## config.mk

```make
export PLATFORM = sky130hd
export DESIGN_NAME = gencall_decoder
export DESIGN_NICKNAME = d
export VERILOG_FILES = /design/src/rtl/gc_pkg.sv /design/src/rtl/gc_classify.sv /design/src/rtl/gc_seq.sv /design/src/rtl/gc_status.sv /design/src/rtl/gencall_decoder.sv
export SDC_FILE = /design/constraint.sdc
export NUM_CORES = 1
export LEC_CHECK = 0
export BUFFER_PORTS_ARGS = -buffer_cell sky130_fd_sc_hd__buf_2
export CELL_PAD_IN_SITES_DETAIL_PLACEMENT = 0
export CELL_PAD_IN_SITES_GLOBAL_PLACEMENT = 1
export CORE_UTILIZATION = 37
export DETAILED_ROUTE_END_ITERATION = 8
export PLACE_DENSITY = 0.86
export SYNTH_ARGS = -nofsm -noshare
export SYNTH_HDL_FRONTEND = slang
export SYNTH_HIERARCHICAL = 1
export SYNTH_SLANG_ARGS = --single-unit
```

## constraint.sdc

```tcl
create_clock -name clk -period 3.79 [get_ports clk]
set_input_delay 1.137 -clock clk [delete_from_list [all_inputs] [get_ports clk]]
set_output_delay 1.137 -clock clk [all_outputs]
set_load 0.03 [all_outputs]
```

## src/rtl/gc_pkg.sv

```systemverilog
package gc_pkg;
   typedef enum logic [1:0] {
      GC_NONE = 2'd0,
      GC_SW   = 2'd1,
      GC_HW   = 2'd2
   } gc_kind_e;

   localparam logic [1:0] GCID_NONE     = 2'd0;
   localparam logic [1:0] GCID_RESET    = 2'd1;
   localparam logic [1:0] GCID_ANNOUNCE = 2'd2;
   localparam logic [1:0] GCID_HW       = 2'd3;
endpackage

```

## src/rtl/gc_classify.sv

```systemverilog
module gc_classify
   import gc_pkg::*;
#(
   parameter int          DATA_W       = 8,
   parameter logic [7:0]  SW_CALL      = 8'h00,
   parameter logic [7:0]  HW_CALL      = 8'h01,
   parameter logic [7:0]  CMD_RESET    = 8'h06,
   parameter logic [7:0]  CMD_ANNOUNCE = 8'h04
) (
   input  logic [DATA_W-1:0] data,
   output gc_kind_e          addr_kind,
   output logic              is_reset,
   output logic              is_announce
);
   always_comb begin
      if (data == DATA_W'(SW_CALL))      addr_kind = GC_SW;
      else if (data == DATA_W'(HW_CALL)) addr_kind = GC_HW;
      else                               addr_kind = GC_NONE;
   end

   assign is_reset    = (data == DATA_W'(CMD_RESET));
   assign is_announce = (data == DATA_W'(CMD_ANNOUNCE));
endmodule

```

## src/rtl/gc_seq.sv

```systemverilog
module gc_seq
   import gc_pkg::*;
#(
   parameter int IDX_W = 4
) (
   input  logic             clk,
   input  logic             rst_n,
   input  logic             byte_vld,
   input  logic [IDX_W-1:0] byte_idx,
   input  gc_kind_e         addr_kind,
   input  logic             is_reset,
   input  logic             is_announce,
   input  logic             gc_en,
   input  logic             hwgc_en,
   output logic             rsp_vld_d,
   output logic             rsp_ack_d,
   output logic             ev_reset,
   output logic             ev_announce,
   output logic             ev_hw
);
   gc_kind_e pend_q;
   logic     first_byte;
   logic     second_byte;

   assign first_byte  = byte_vld && (byte_idx == IDX_W'(0));
   assign second_byte = byte_vld && (byte_idx == IDX_W'(1)) && (pend_q != GC_NONE);

   always_ff @(posedge clk or negedge rst_n) begin
      if (!rst_n)
         pend_q <= GC_NONE;
      else if (first_byte)
         pend_q <= gc_en ? addr_kind : GC_NONE;
      else if (byte_vld)
         pend_q <= GC_NONE;
   end

   assign ev_reset    = second_byte && (pend_q == GC_SW) && is_reset;
   assign ev_announce = second_byte && (pend_q == GC_SW) && is_announce;
   assign ev_hw       = second_byte && (pend_q == GC_HW);

   assign rsp_vld_d = first_byte || second_byte;

   always_comb begin
      if (first_byte)
         rsp_ack_d = gc_en && (addr_kind != GC_NONE);
      else if (second_byte)
         rsp_ack_d = ev_reset || ev_announce || (ev_hw && hwgc_en);
      else
         rsp_ack_d = 1'b0;
   end
endmodule

```

## src/rtl/gc_status.sv

```systemverilog
module gc_status
   import gc_pkg::*;
#(
   parameter int DATA_W = 8
) (
   input  logic              clk,
   input  logic              rst_n,
   input  logic              ev_reset,
   input  logic              ev_announce,
   input  logic              ev_hw,
   input  logic [DATA_W-1:0] data,
   input  logic              irq_clr,
   output logic              gc_irq,
   output logic [1:0]        gc_id,
   output logic              if_reset,
   output logic [DATA_W-1:0] hw_addr
);
   always_ff @(posedge clk or negedge rst_n) begin
      if (!rst_n) begin
         gc_irq   <= 1'b0;
         gc_id    <= GCID_NONE;
         if_reset <= 1'b0;
         hw_addr  <= '0;
      end else begin
         if_reset <= ev_reset;
         if (ev_reset) begin
            gc_irq <= 1'b1;
            gc_id  <= GCID_RESET;
         end else if (ev_announce) begin
            gc_irq <= 1'b1;
            gc_id  <= GCID_ANNOUNCE;
         end else if (ev_hw) begin
            gc_irq  <= 1'b1;
            gc_id   <= GCID_HW;
            hw_addr <= data;
         end else if (irq_clr) begin
            gc_irq <= 1'b0;
            gc_id  <= GCID_NONE;
         end
      end
   end
endmodule

```

## src/rtl/gencall_decoder.sv

```systemverilog
module gencall_decoder
   import gc_pkg::*;
#(
   parameter int         IDX_W        = 4,
   parameter int         RESP_PIPE    = 1,
   parameter logic [7:0] CMD_RESET    = 8'h06,
   parameter logic [7:0] CMD_ANNOUNCE = 8'h04
) (
   input  logic             clk,
   input  logic             rst_n,
   input  logic             byte_vld,
   input  logic [7:0]       byte_data,
   input  logic [IDX_W-1:0] byte_idx,
   input  logic             gc_en,
   input  logic             hwgc_en,
   input  logic             irq_clr,
   output logic             resp_vld,
   output logic             resp_ack,
   output logic             gc_irq,
   output logic [1:0]       gc_id,
   output logic             if_reset,
   output logic [7:0]       hw_addr
);
   localparam int DATA_W = 8;

   if (IDX_W < 1) begin : g_bad_idx
      $error("gencall_decoder: IDX_W must be at least 1");
   end
   if (RESP_PIPE != 0 && RESP_PIPE != 1) begin : g_bad_pipe
      $error("gencall_decoder: RESP_PIPE must be 0 or 1");
   end
   if (CMD_RESET == CMD_ANNOUNCE) begin : g_bad_cmd
      $error("gencall_decoder: command codes must differ");
   end

   gc_kind_e addr_kind;
   logic     is_reset, is_announce;
   logic     rsp_vld_d, rsp_ack_d;
   logic     ev_reset, ev_announce, ev_hw;

   gc_classify #(
      .DATA_W(DATA_W), .CMD_RESET(CMD_RESET), .CMD_ANNOUNCE(CMD_ANNOUNCE)
   ) u_cls (
      .data(byte_data), .addr_kind(addr_kind),
      .is_reset(is_reset), .is_announce(is_announce)
   );

   gc_seq #(.IDX_W(IDX_W)) u_seq (
      .clk(clk), .rst_n(rst_n), .byte_vld(byte_vld), .byte_idx(byte_idx),
      .addr_kind(addr_kind), .is_reset(is_reset), .is_announce(is_announce),
      .gc_en(gc_en), .hwgc_en(hwgc_en),
      .rsp_vld_d(rsp_vld_d), .rsp_ack_d(rsp_ack_d),
      .ev_reset(ev_reset), .ev_announce(ev_announce), .ev_hw(ev_hw)
   );

   gc_status #(.DATA_W(DATA_W)) u_st (
      .clk(clk), .rst_n(rst_n), .ev_reset(ev_reset), .ev_announce(ev_announce),
      .ev_hw(ev_hw), .data(byte_data), .irq_clr(irq_clr),
      .gc_irq(gc_irq), .gc_id(gc_id), .if_reset(if_reset), .hw_addr(hw_addr)
   );

   if (RESP_PIPE == 1) begin : g_resp_reg
      always_ff @(posedge clk or negedge rst_n) begin
         if (!rst_n) begin
            resp_vld <= 1'b0;
            resp_ack <= 1'b0;
         end else begin
            resp_vld <= rsp_vld_d;
            resp_ack <= rsp_ack_d;
         end
      end
   end else begin : g_resp_comb
      assign resp_vld = rsp_vld_d;
      assign resp_ack = rsp_ack_d;
   end
endmodule

```

# Word level (Yosys, flattened, before mapping)
# Cells that the tools add are included.
classes:
  eq_ne: 6
  n_reduce_logical: 19
  mux: 15
  n_bitwise: 2
op_table:
  columns: ["cell", "count"]
  rows:
  - ["two-way mux 2 bit", 9]
  - ["== test 8 x 3 -> 1 bit, second input constant", 2]
  - ["logical AND 1 bit", 9]
  - ["== test 8 x 1 -> 1 bit, second input constant", 1]
  - ["zero test 8 bit", 1]
  - ["two-way mux 1 bit", 6]
  - ["nonzero test 2 bit", 3]
  - ["== test 4 x 1 -> 1 bit, second input constant", 1]
  - ["zero test 4 bit", 1]
  - ["nonzero test 4 bit", 1]
  - ["logical OR 1 bit", 3]
  - ["AND reduction 3 bit", 1]
  - ["== test 2 x 1 -> 1 bit, second input constant", 1]
  - ["== test 2 bit, second input constant", 1]
  - ["NOT 1 bit", 2]
totals:
  register_bits: 16
  inputBits: 18
  wordCells: 49

# Depth between registers and ports, before layout
# Gate-level depths: netlist of run 1.
logic_depth:
  ltp_word: 9
  depth_mapped: 6
  ltp_nobuf: 6

# By module
# Netlist of run 1, hierarchy kept.
modules_own_cells:
  columns: ["mod", "area_each_um2", "cells_each", "n_inst", "seq_area_each_um2"]
  rows:
  - ["gc_status", 447.9, 27, 1, 300.3]
  - ["gc_seq", 196.4, 22, 1, 50.0]
  - ["gc_classify", 61.3, 8, 1, 0.0]
  - ["gencall_decoder", 50.0, 2, 1, 50.0]

# Worst setup path after synthesis of run 1
# OpenSTA, ideal clock, no wires.
synth_timing:
  kind: "in2reg"
  startpoint: "input byte_idx[3]"
  endpoint: "register u_st.hw_addr[0]"
  cell_stages: 4
  arrival_ns: 2.970
  required_time_ns: 3.665
  slack_ns: 0.695
  path_cell_list: "or4b_4 > nor4b_1 > nor3b_4 > mux2_2"
synth_via:
  word_cells_on_any_way: 10
  classes_between: "1 x eq/ne; 2 x bitwise; 7 x reduce/logical"
synth_rtl:
  columns: ["element", "line", "rtl"]
  rows:
  - ["start: declaration", "gencall_decoder.sv:13", "input logic [IDX_W-1:0] byte_idx,"]
  - ["== test 4 x 1 -> 1 bit", "gc_seq.sv:26", "assign second_byte = byte_vld && (byte_idx == IDX_W'(1)) && (pend_q != GC_NONE);"]
  - ["logical AND 1 bit (2 in series)", "gc_seq.sv:26", null]
  - ["logical AND 1 bit", "gc_seq.sv:39", "assign ev_hw = second_byte && (pend_q == GC_HW);"]
  - ["net ev_hw", "gencall_decoder.sv:39", "logic ev_reset, ev_announce, ev_hw;"]
  - ["AND reduction 3 bit (no source line)", null, null]
  - ["end signal: assignment", "gc_status.sv:35", "hw_addr <= data;"]
  - ["end: declaration", "gc_status.sv:16", "output logic [DATA_W-1:0] hw_addr"]
# The timed path passes the listed nets, and every way through them passes these cells.
# A chain may end at the register's enable or synchronous reset.

# Worst setup path after layout of run 1
layout_timing:
  startpoint: "input byte_idx[3]"
  endpoint: "register u_st.hw_addr[3]"
# Same word-level chain as after synthesis.

==> flow_metrics.tcl, run 1 <==
set metrics [dict create \
    status "completed" \
    path_delay_family "simple AND/OR/NAND/NOR gates" \
    vias 612 \
    max_freq_ghz 0.3175 \
    synth_cells 59 \
    post_cts_resized 0 \
    wl_mm 1.601 \
    crit_buf_inv 1 \
    fin_skew_ns 0.002124 \
    numPortBuffers 31 \
    ys_top_cells_by_count "16 x dfrtp_1, 8 x mux2_2, 5 x nor2_1, 3 x inv_1" \
    htree_levels 1 \
    worstHoldStart "u_st/hw_addr[1]" \
    hold_class "flip-flop to flip-flop" \
    synth_area_um2 755.7 \
    hold_depth 1 \
    hold_viol_final 0 \
    power_density_nw_per_um2 314.4 \
    worstPathRequired_ns 3.97 \
    drtAntennaViolNets 0 \
    cts_tree "done" \
    max_stage_delay_ns 0.63 \
    clockBufferDepth 2 \
    relSlewSlack 0.5159 \
    synth_warnings 6 \
    rows 15 \
    path_clk_slew_ns 0.09 \
    critPathSlowestCell "nor4b_1" \
    reg2reg_to "u_st/hw_addr[3]" \
    crit_type "input port to flip-flop" \
    core_area_um2 1821 \
    drc 0 \
    rsz0062_at_grt "no" \
    leakage_nw 0.5483 \
    drive_gt1_frac 0.5532 \
    yosys.area.top_type "dfrtp_1" \
    gr-total-overflow 0 \
    grt_pass1_vias 598 \
    start_util 0.4151 \
    finalCritPeriodShare 0.8311 \
    p_total_mw 0.3076 \
    regArea_um2 400.4 \
    tns_ns 0 \
    worstSetupStartpointType "input port" \
    num_io_pins 32 \
    die_area_um2 2227 \
    synthTopCellsByArea "dfrtp_1 53%, mux2_2 12%, nor2_1 2.5%" \
    cts_made_buffers 3 \
    setup_viol 0 \
    yosysMostFrequentCell "dfrtp_1" \
    cts_setup_buffers 0 \
    synth_edf_count 0 \
    die_h_um 47.20 \
    multiInputGateArea_um2 344.1 \
    async_flop_share 1.000 \
    n_antenna_cell 0 \
    synth_flop_cell "dfrtp_1" \
    cts_root_buf "clkbuf_4" \
    worstMarginPinSlew_ns 0.7160 \
    syn_avg_cell_area_um2 12.81 \
    cp_max_fo 8 \
    drv_cap 0 \
    clock_latency_ns 0.29 \
    gp_congestion 0.7785 \
    dr.pass1.iters 4 \
    cts_hold_buf 0 \
    syn_to_final_growth_pct 29.47 \
    vias_per_cell 5.143 \
    syn_nets 77 \
    die_w_um 47.20 \
    fillers 186 \
    synth.top_cell.area_share 0.5298 \
    track_usage 0.1679 \
    period_minus_slack_ns 3.150 \
    ys_ff_latch 16 \
    antenna_found_initial 0 \
    dpl.hpwl_mm 1.206 \
    grt_max_degree 17 \
    hold_ws_ns 0.5112 \
    clock_sinks 16 \
    nNetsFinal 113 \
    ir_drop_mv 0.1706 \
    critical_path.cell_chain "buf_2 -> or4b_4 -> nor4b_1 -> nor3b_4 -> mux2_2" \
    yosysSeqAreaShare 0.5298 \
    dr.first_iter.drc_count 6 \
    grt_first_pass_wirelength_mm 2.504 \
    arrival_ns 3.33 \
    holdPathEnd "u_st/hw_addr[1]" \
    timing.rr.start "u_seq/pend_q[0]" \
    wl_per_cell_um 13.45 \
    ys_types 25 \
    slew_viol_final 0 \
    cp-end-kind "flip-flop" \
    rr_worst_depth 3 \
    rrSetupSlack_ns 1.68 \
]
[sequential cells by signal (all words and copies together), names as in the netlist]
| register | flops |
|---|---|
| u_st/if_reset | 1 |
| resp_ack | 1 |
| u_st/hw_addr | 8 |
| u_seq/pend_q | 2 |
| u_st/gc_irq | 1 |
| u_st/gc_id | 2 |
| resp_vld | 1 |
[per-layer routing]
layer / track usage / wire length, um / part of all wire / up-vias
li1: - / - / - / 293
met2: 0.2944 / 772 / 0.48 / 26
met1: 0.1875 / 716 / 0.45 / 291
met5: 0 / 0 / 0 / -
met4: 0.1086 / 18 / 0.011 / 0
met3: 0.02692 / 93 / 0.058 / 2
[cells in the final DEF (no fill, tap or decap)]
| cell type | n |
|---|---|
| dfrtp_1 | 16 |
| or2b_2 | 1 |
| a211oi_1 | 2 |
| and4b_1 | 1 |
| mux2_2 | 8 |
| nand2_1 | 2 |
| buf_2 | 31 |
| clkbuf_4 | 3 |
| nand3b_1 | 2 |
| and4_1 | 1 |
| clkbuf_8 | 1 |
| nor3b_4 | 1 |
| nor4_2 | 1 |
| nor3_4 | 1 |
| inv_1 | 3 |
| nor2_1 | 5 |
| and3_1 | 1 |
| or4b_4 | 1 |
| or2_2 | 1 |
| a21oi_1 | 1 |
| a211o_2 | 1 |
| a2111o_1 | 1 |
| o21bai_1 | 1 |
| and4_2 | 1 |
| and3_2 | 1 |
| nor4b_1 | 2 |
| a22o_1 | 2 |
| nor3_1 | 2 |
[report_power, final]
part | total [mW] | switching, mW | internal [mW] | leakage [nW]
logic | 0.0222 | 0.0130 | 0.00913 | 0.304
registers | 0.171 | 0.0000431 | 0.171 | 0.224
clock network | 0.115 | 0.0561 | 0.0586 | 0.0210
[area by class of cell]
class,count,area share
clock buffer,4,0.03708
timing repair buffer,31,0.1586
sequential,16,0.4092
multi-input combinational,40,0.3517
inverter,3,0.01151
tap,25,0.03197
[worst max-delay path by stage]
stage | from | endpoint | slack [ns] | depth (start not counted)
after global placement | byte_idx[3] | u_st/hw_addr[7] | 0.42 | 5
final | byte_idx[3] | u_st/hw_addr[3] | 0.64 | 5
after CTS | byte_idx[3] | u_st/hw_addr[3] | 0.65 | 5
after floorplan | byte_idx[3] | u_st/hw_addr[0] | 0.70 | 4
after detailed placement | byte_idx[3] | u_st/hw_addr[3] | 0.36 | 5
after global routing | byte_idx[3] | u_st/hw_addr[6] | 0.52 | 5
[logic make-up (layout without fill, tap and decap cells)]
kind of cell	count (synthesis)	in the layout	synth area share
compound gates	8	8	0.08774
simple gates	24	24	0.2484
mux	8	8	0.1192
flops	16	16	0.5298
buf+inv	3	38	0.01490
[per-stage QoR]
stage                     cells  setup WS [ns]  area [um2]    util
after CTS                   119         0.6456       978.4  0.5375
after detailed placement    115         0.3631       942.2  0.5175
after global placement      115         0.4183       942.2  0.5175
final                       119         0.6403       978.4  0.5375
after global routing        119         0.5233       978.4  0.5375
after floorplan              59         0.6951       755.7       -
Power figures use the tool's default switching activity.
==> run 2, diff against run 1 <==
CORE_UTILIZATION = 35   (was 37)
PLACE_DENSITY = 0.83   (was 0.86)
clock period = 3.1 ns   (was 3.79 ns; I/O delays follow)
==> flow_metrics.tcl, run 2 (synthesis gave the netlist of run 1 again) <==
set metrics [dict create \
    status "completed" \
    rows 16 \
    drive_gt1_frac 0.5625 \
    rr_worst_depth 3 \
    dr.first_iter.drc_count 9 \
    critical_path.cell_chain "buf_2 -> or4b_4 -> nor4b_1 -> nor3b_4 -> mux2_2" \
    setup_viol 0 \
    largest_reg_flops 8 \
    drc 0 \
    antenna_found_initial 0 \
    cts_hold_buf 0 \
    drv_cap 0 \
    cts_root_buf "clkbuf_4" \
    fin_skew_ns 0.002815 \
    final_cell_mix "31 x buf_2, 16 x dfrtp_1, 8 x mux2_2" \
    path_clk_slew_ns 0.09 \
    use_met1 0.1860 \
    power_density_nw_per_um2 372.6 \
    cp-end-kind "flip-flop" \
    dp.cells 119 \
    max_stage_delay_ns 0.58 \
    rsz0062_at_grt "no" \
    internal-power_mw 0.2913 \
    tns_ns 0 \
    finalCritPeriodShare 0.8635 \
    wl_per_cell_um 11.55 \
    utilization 0.4975 \
    post_cts_resized 0 \
    grt_pass1_vias 584 \
    nNetsFinal 115 \
    worstMarginPinSlew_ns 0.4264 \
    grt_first_pass_wirelength_mm 2.477 \
    dpl.hpwl_mm 1.106 \
    clockBufferDepth 2 \
    grt_max_degree 17 \
    slew_viol_final 0 \
    cts_setup_buffers 0 \
    htree_levels 1 \
    cts_made_buffers 3 \
    final_cell_count_no_fill 123 \
    p_sw_frac 0.2150 \
    crit_type "input port to flip-flop" \
    grtUsageMet2 0.2113 \
    hold_class "flip-flop to flip-flop" \
    cts_tree "done" \
    num_io_pins 32 \
    critPathSlowestCell "or4b_4" \
    gp_congestion 0.7888 \
    vias_per_cell 4.837 \
    p_switching_mw 0.07979 \
    drtAntennaViolNets 0 \
    ir_drop_mv 0.2146 \
    wl_mm 1.421 \
    leakage_nw 0.5592 \
    hold_viol_final 0 \
    die_area_um2 2349 \
    cp_max_fo 8 \
    fillers 219 \
    top_regs "u_st/hw_addr (8), u_seq/pend_q (2), u_st/gc_id (2)" \
    dr.pass1.iters 4 \
    syn_to_final_growth_pct 31.79 \
    die_w_um 48.47 \
    p_total_mw 0.3711 \
    arrival_ns 2.85 \
    worstSetupStartpointType "input port" \
    vias 595 \
    p_clk_frac 0.365 \
    period_minus_slack_ns 2.677 \
    top_usage_layer "met2" \
    largest-register "u_st/hw_addr" \
    met3_usage 0.02830 \
    start_util 0.3775 \
    worstPathRequired_ns 3.27 \
    die_h_um 48.47 \
    seqPwrFrac 0.563 \
    core_area_um2 2002 \
    gr-total-overflow 0 \
    clock_sinks 16 \
    max_freq_ghz 0.3736 \
    clock_latency_ns 0.28 \
    relSlewSlack 0.7154 \
    layout_commonest_cell "buf_2" \
    hold_ws_ns 0.4929 \
    track_usage 0.1349 \
    comb_power_share 0.072 \
    numPortBuffers 31 \
    n_antenna_cell 0 \
    hold_depth 1 \
]
-- run 2: final cells by class --
type	instances	area, um2	area share
Clock buffer	4	36.28	0.03643
Inverter	3	11.26	0.01131
Multi-Input combinational cell	40	344.1	0.3455
Sequential cell	16	400.4	0.4020
Tap cell	27	33.78	0.03392
Timing Repair Buffer	33	170.2	0.1709
-- run 2: final timing paths --
check                           slack [ns]               to       startpoint
max in group asynchronous             2.29  u_st/hw_addr[1]            rst_n
min in group asynchronous             0.55  u_st/hw_addr[7]            rst_n
worst max register to register        1.27  u_st/hw_addr[0]  u_seq/pend_q[0]
worst min-delay path                  0.49      u_st/gc_irq      u_st/gc_irq
worst max-delay path                  0.42  u_st/hw_addr[0]      byte_idx[3]
worst min register to register        0.49      u_st/gc_irq      u_st/gc_irq
-- run 2: critical path: cells and delay by family --
kind                   cells  cell delay (ns)
buffers and inverters      1             0.10
and+or+nand+nor            3             1.43
muxes                      1             0.39
-- run 2: metrics by stage --
stage          instance area [um2]  setup slack (ns)
2_1_floorplan                755.7            0.2121
3_3_place_gp                 959.7            0.1462
3_5_place_dp                 959.7            0.1143
4_1_cts                      996.0            0.3811
5_1_grt                      996.0            0.3358
6_report                     996.0            0.4233
-- run 2: routing by layer --
| layer | share of wire | routed length (um) |
|---|---|---|
| met3 | 0.063 | 90 |
| met1 | 0.50 | 710 |
| met2 | 0.44 | 620 |
| met5 | 0 | 0 |
| met4 | 0 | 0 |
-- run 2: power by group through the flow --
stage          Sequential [mW]  Clock (mW)  Combinational (mW)
2_1_floorplan            0.214           0             0.00683
3_3_place_gp             0.213           0              0.0261
3_5_place_dp             0.213           0              0.0271
4_1_cts                  0.209       0.140              0.0272
5_1_grt                  0.209       0.149              0.0306
6_report                 0.209       0.135              0.0268
